File: src/rtl/syncrate_meter.sv
module syncrate_meter #(
  parameter int CNT_W     = 10,
  parameter int TICK_LOG2 = 8,
  parameter int WIN_LOG2  = 16,
  parameter int RUN_W     = 12
) (
  input  logic             clk,
  input  logic             rst_n,
  input  logic             hsync_in,
  input  logic             vsync_in,
  input  logic             stat_rd,
  input  logic             sync_ien,
  output logic [CNT_W-1:0] freq_cnt,
  output logic             hv_mode,
  output logic             freq_rdy,
  output logic             ovf_once,
  output logic             ovf_twice,
  output logic             hpol_pos,
  output logic             vpol_pos,
  output logic             sync_irq
);

  localparam logic [CNT_W-1:0] CNT_MAX = '1;
  localparam logic [RUN_W-1:0] RUN_MAX = '1;

  // sync pipes: [0] first flop, [1] synchronised, [2] one clock older
  logic [2:0] hs_p, vs_p;
  always_ff @(posedge clk or negedge rst_n)
    if (!rst_n) begin
      hs_p <= '0;
      vs_p <= '0;
    end else begin
      hs_p <= {hs_p[1:0], hsync_in};
      vs_p <= {vs_p[1:0], vsync_in};
    end

  logic [1:0] lvl, lvl_d, pol, lead;
  assign lvl   = {vs_p[1], hs_p[1]};
  assign lvl_d = {vs_p[2], hs_p[2]};

  // per channel: run lengths of each level decide the polarity
  for (genvar g = 0; g < 2; g++) begin : g_chan
    logic [RUN_W-1:0] run_q, hi_len, lo_len;
    always_ff @(posedge clk or negedge rst_n)
      if (!rst_n) begin
        run_q  <= '0;
        hi_len <= '0;
        lo_len <= '0;
      end else if (lvl[g] != lvl_d[g]) begin
        run_q <= {{(RUN_W-1){1'b0}}, 1'b1};
        if (lvl[g]) lo_len <= run_q;
        else        hi_len <= run_q;
      end else if (run_q != RUN_MAX) begin
        run_q <= run_q + 1'b1;
      end
    assign pol[g]  = hi_len < lo_len;
    assign lead[g] = pol[g] ? (lvl[g] & ~lvl_d[g]) : (~lvl[g] & lvl_d[g]);
  end

  // tick prescaler, free running
  logic [TICK_LOG2-1:0] pre_q;
  always_ff @(posedge clk or negedge rst_n)
    if (!rst_n) pre_q <= '0;
    else        pre_q <= pre_q + 1'b1;
  wire tick = &pre_q;

  // measurement state
  logic [CNT_W-1:0]    cnt_q;
  logic [WIN_LOG2-1:0] win_q;
  logic hv_q, rdy_q, irq_q, ovf1_q, ovf2_q, armed_q;

  wire inc  = hv_q ? lead[0] : tick;
  wire wrap = inc && (cnt_q == CNT_MAX);
  wire fin  = hv_q ? (&win_q) : (lead[1] && armed_q);
  wire arm  = !hv_q && lead[1] && !armed_q;

  always_ff @(posedge clk or negedge rst_n)
    if (!rst_n) begin
      cnt_q   <= '0;
      win_q   <= '0;
      hv_q    <= 1'b0;
      rdy_q   <= 1'b0;
      irq_q   <= 1'b0;
      ovf1_q  <= 1'b0;
      ovf2_q  <= 1'b0;
      armed_q <= 1'b0;
    end else if (stat_rd) begin
      cnt_q   <= '0;
      win_q   <= '0;
      hv_q    <= ~hv_q;
      rdy_q   <= 1'b0;
      irq_q   <= 1'b0;
      ovf1_q  <= 1'b0;
      ovf2_q  <= 1'b0;
      armed_q <= 1'b0;
    end else if (!rdy_q) begin
      win_q <= win_q + 1'b1;
      if (arm) begin
        armed_q <= 1'b1;
        cnt_q   <= '0;
        ovf1_q  <= 1'b0;
      end else begin
        if (inc) cnt_q <= cnt_q + 1'b1;
        if (wrap) begin
          ovf1_q <= ~ovf1_q;
          ovf2_q <= ovf1_q;
        end
        if (fin || (wrap && ovf1_q)) begin
          rdy_q <= 1'b1;
          irq_q <= sync_ien;
        end
      end
    end

  assign freq_cnt  = cnt_q;
  assign hv_mode   = hv_q;
  assign freq_rdy  = rdy_q;
  assign ovf_once  = ovf1_q;
  assign ovf_twice = ovf2_q;
  assign hpol_pos  = pol[0];
  assign vpol_pos  = pol[1];
  assign sync_irq  = irq_q;

endmodule

File: config.mk
export PLATFORM = sky130hd
export DESIGN_NAME = syncrate_meter
export DESIGN_NICKNAME = d
export VERILOG_FILES = /design/src/rtl/syncrate_meter.sv
export SDC_FILE = /design/constraint.sdc
export NUM_CORES = 1
export LEC_CHECK = 0
export ABC_AREA = 1
export BUFFER_PORTS_ARGS = -buffer_cell sky130_fd_sc_hd__buf_2
export CELL_PAD_IN_SITES_DETAIL_PLACEMENT = 1
export CELL_PAD_IN_SITES_GLOBAL_PLACEMENT = 2
export CORE_MARGIN = 2
export CORE_UTILIZATION = 35
export DETAILED_ROUTE_END_ITERATION = 10
export PLACE_DENSITY = 0.83
export SLEW_MARGIN = 20
export SYNTH_ARGS = -nofsm -noshare
export SYNTH_HDL_FRONTEND = slang
export SYNTH_SLANG_ARGS = --single-unit
File: constraint.sdc
create_clock -name clk -period 1.9 [get_ports clk]
set_clock_uncertainty 0.05 [all_clocks]
set_input_delay 0.19 -clock clk [delete_from_list [all_inputs] [get_ports clk]]
set_output_delay 0.19 -clock clk [all_outputs]
set_load 0.005 [all_outputs]
==> run_results.csv <==
group,metric,value,unit
critical_path,end_kind,"flop",
power,p_comb_share,19.6,%
power,p_int,5.56,mW
timing,worstMarginPinSlew,511,ps
detailed_routing,firstDrtPassIters,4,
global_routing,grt-ovfl-total,0,
detailed_routing,wl,15.1,mm
clock_network,clk-insertion-delay-late,420,ps
critical_path,worstSetupStartpointType,"flop",
cells_and_area,fillers,1884,
critical_path,critical_path.max_fanout,5,
critical_path,critPathCapture,"freq_cnt[5]",
logic_synthesis,synth_top_family_by_area,"simple AND/OR/NAND/NOR gates",
critical_path,path_delay_family,"simple AND/OR/NAND/NOR gates",
placement,place_congestion,0.739,
floorplanning,die_w,133,µm
placement,pre_cts_slack,-359,ps
outcome,violations,"negative setup slack",
global_routing,antenna_found_initial,1,
critical_path,max_stage_delay,420,ps
floorplanning,core_region_area,16400,µm²
critical_path,worst-path-buf-inv,2,
logic_synthesis,yosysTopAreaCellShare,50.8,%
outcome,status,"complete, but fails checks",
timing,fin_crit_sh,118,%
timing,slew_headroom,65.7,%
cells_and_area,nets,812,
critical_path,cp_data_required_time,2160,ps
clock_network,clk_pin_slew_worst_paths,60,ps
timing,hold_viol_final,0,
critical_path,reg2reg_from,"g_chan[1].hi_len[11]",
placement,place_hpwl,10.1,mm
detailed_routing,antenna_left,0,
timing,drv_slew,0,
critical_path,cp-startpoint,"g_chan[1].hi_len[11]",
logic_synthesis,postSynthCellCount,674,
timing,grt_setup_unrepaired,"true",
critical_path,r2r_cells,14,
power,net-switching-power,2.16,mW
global_routing,grt_pass1_wl,26.1,mm
power,switching_share,28.0,%
clock_network,cts_sinks,118,
critical_path,crit_chain,"ha_4 -> nand2_4 -> nor2_4 -> buf_6 -> a21oi_4 -> buf_4 -> nand3_4 -> nand3_4 -> nor2_4 -> nor2_8 -> nand2_8 -> nand2_8 -> nand2_2 -> o21ai_2",
logic_synthesis,synth_compound_gate_area_share,11.5,%
cells_and_area,final_common_cell,"dfrtp_1",
timing,final-setup-viol-count,16,
placement,placedInstanceArea,6540,µm²
power,power_frac_seq,36.6,%
global_routing,grt_pass1_vias,5441,
cells_and_area,post-route-util,47.6,%
cells_and_area,multiInputGateArea,2900,µm²
timing,setup_ws,-341,ps
logic_synthesis,seq_area_frac_synth,50.8,%
cells_and_area,final_cell_mix,"118 x dfrtp_1, 102 x nand2_1, 91 x inv_1, 58 x buf_4, 52 x nor2_1",
placement,port_buffers,22,
cells_and_area,postLayoutCellArea,7810,µm²
logic_synthesis,syn_area,5810,µm²
power,vdd_ir_drop_max,753,µV
placement,dpl.cell_count,956,
cells_and_area,final_cells,1005,
logic_synthesis,synthTopCellsByArea,"dfrtp_1 51%, nand2_1 8.4%, ha_1 7.1%",
detailed_routing,via_per_inst,4.88,
logic_synthesis,avgSynthCellArea,8.62,µm²
logic_synthesis,synthMuxAreaShare,1.16,%
power,clock_power_share,43.8,%
global_routing,track_usage,18.6,%
critical_path,cpMaxStageDelayCell,"dfrtp_1",
timing,fin_crit,2240,ps
logic_synthesis,synth_xor_area_share,1.21,%
power,power_leakage,3.69,nW
clock_network,clockBufferDepth,2,
critical_path,worst-path-stages,14,
power,power.density,988,nW/µm²
logic_synthesis,synth_top_cell_by_area,"dfrtp_1",
detailed_routing,wl_per_cell,15.0,µm
clock_network,cts_buffers,17,
logic_synthesis,ys_ff_latch,118,
clock_network,cts_tree,"done",
detailed_routing,drcViolationCount,0,
floorplanning,dieHeight,133,µm
logic_synthesis,synth_adder_area_share,7.11,%
global_routing,grt_start_max_net_pins,67,
critical_path,critical_path_class,"flop to flop",
floorplanning,rows,47,
flow_run,maxCapViolCount,0,
critical_path,r2r_end,"freq_cnt[5]",
cells_and_area,area_growth,34.4,%
floorplanning,die_area,17600,µm²
min_path,min_path_type,"input pin to flop",
critical_path,ff2ff_setup_slack,-340,ps
critical_path,critPathArrivalTime,2500,ps
detailed_routing,vias,4900,
logic_synthesis,syn-num-nets,713,
cells_and_area,drive_gt1_share,30.7,%
logic_synthesis,yosysWarnings,0,
detailed_routing,drt-initial-drc-count,208,
timing,fmax,446,MHz
clock_network,htree_levels,4,
floorplanning,start_util,35.4,%
floorplanning,ios,23,
logic_synthesis,synth-simple-area-share,20.4,%
cells_and_area,antennaDiodeCount,0,
logic_synthesis,synth_cell_types,34,
cells_and_area,ff_latch_area,2950,µm²
clock_network,cts_root_buffer,"clkbuf_16",
## per-stage QoR
| step | hold slack (ps) | power [mW] | TNS (ps) |
|---|---|---|---|
| finish | 69.1 | 7.71 | -4950 |
| global route | 69.8 | 8.08 | -6700 |
| CTS | 61.5 | 7.59 | -3670 |
| detailed placement | 55.8 | 3.98 | -4540 |
| global placement | 54.7 | 3.91 | -2600 |
| floorplan | -156 | 3.49 | -756 |
## metal layers
layer | wire length (µm) | vias to the layer above | part of all wire (%) | track usage (%)
met5 | 7 | - | 0.046 | 0
met4 | 337 | 2 | 2.2 | 8.54
met3 | 372 | 31 | 2.5 | 4.14
met2 | 7740 | 40 | 51 | 32.6
met1 | 6620 | 2443 | 44 | 21.6
li1 | - | 2384 | - | -
## cells by family (layout without fill, tap and decap cells)
kind of cell    count (synthesis)  count (layout)
xor+xnor                        8               8
fa+ha+maj                      33              33
compound gates                120             120
flops                         118             118
simple gates                  272             274
mux                             6               6
buf+inv                       117             226
## state kept, by name, summed over array words and instances (netlist names), 3 cells and up
| signal | flops |
|---|---|
| g_chan.hi_len | 24 |
| win_q | 16 |
| freq_cnt | 10 |
| g_chan.run_q | 24 |
| hs_p | 3 |
| g_chan.lo_len | 24 |
| pre_q | 8 |
| vs_p | 3 |
## final cells by class
type | count | area share, %
multi-input cells | 441 | 37.2
well taps | 220 | 3.53
clock buffers | 21 | 5.90
clock inverters | 10 | 1.96
repair buffers | 90 | 8.56
flip-flops and latches | 118 | 37.8
inverters | 105 | 5.08
## worst min path at each step
stage / from / to / slack (ps) / cells past startpoint
6_report: stat_rd / armed_q / 70 / 3
5_1_grt: stat_rd / armed_q / 70 / 3
4_1_cts: stat_rd / armed_q / 60 / 3
3_5_place_dp: rst_n / g_chan[0].lo_len[6] / 60 / 1
3_3_place_gp: rst_n / g_chan[0].lo_len[6] / 50 / 1
2_1_floorplan: rst_n / armed_q / -160 / 0
## worst reg2reg max path, stage by stage, from the launching register on
cell	delay [ps]
dfrtp_1	420
ha_4	310
nand2_4	70
nor2_4	120
buf_6	120
a21oi_4	60
buf_4	150
nand3_4	60
nand3_4	90
nor2_4	220
nor2_8	90
nand2_8	140
nand2_8	90
nand2_2	80
o21ai_2	50
## Yosys cell counts (all sizes together)
cell,instances
nor3b,1
o21ai,62
clkbuf,10
nor4,3
o221a,2
inv,105
a2bb2oi,1
and3,1
a31oi,2
xnor2,2
ha,33
or2,3
a211oi,2
nand4,9
nor2,75
nand3,27
mux2,6
nor3,15
a221oi,2
xor2,6
buf,2
dfrtp,118
a21oi,48
a31o,1
nand2,138
## timing repair
item / in CTS / in global routing
buffers inserted: 2 / 10
setup endpoints to repair: 17 / 36
pin swaps: 22 / 40
hold buffers: 4 / 0
endpoints found under the hold margin: 54 / 0
resized for setup: 53 / 71
cloned: 2 / 0
## power groups by stage
stage	registers, mW	clock network, mW	logic [mW]
2_1_floorplan	2.85	0	0.645
3_3_place_gp	2.84	0	1.06
3_5_place_dp	2.86	0	1.12
4_1_cts	2.82	3.44	1.33
5_1_grt	2.85	3.54	1.69
6_report	2.82	3.38	1.51
Power figures use the tool's default switching activity.
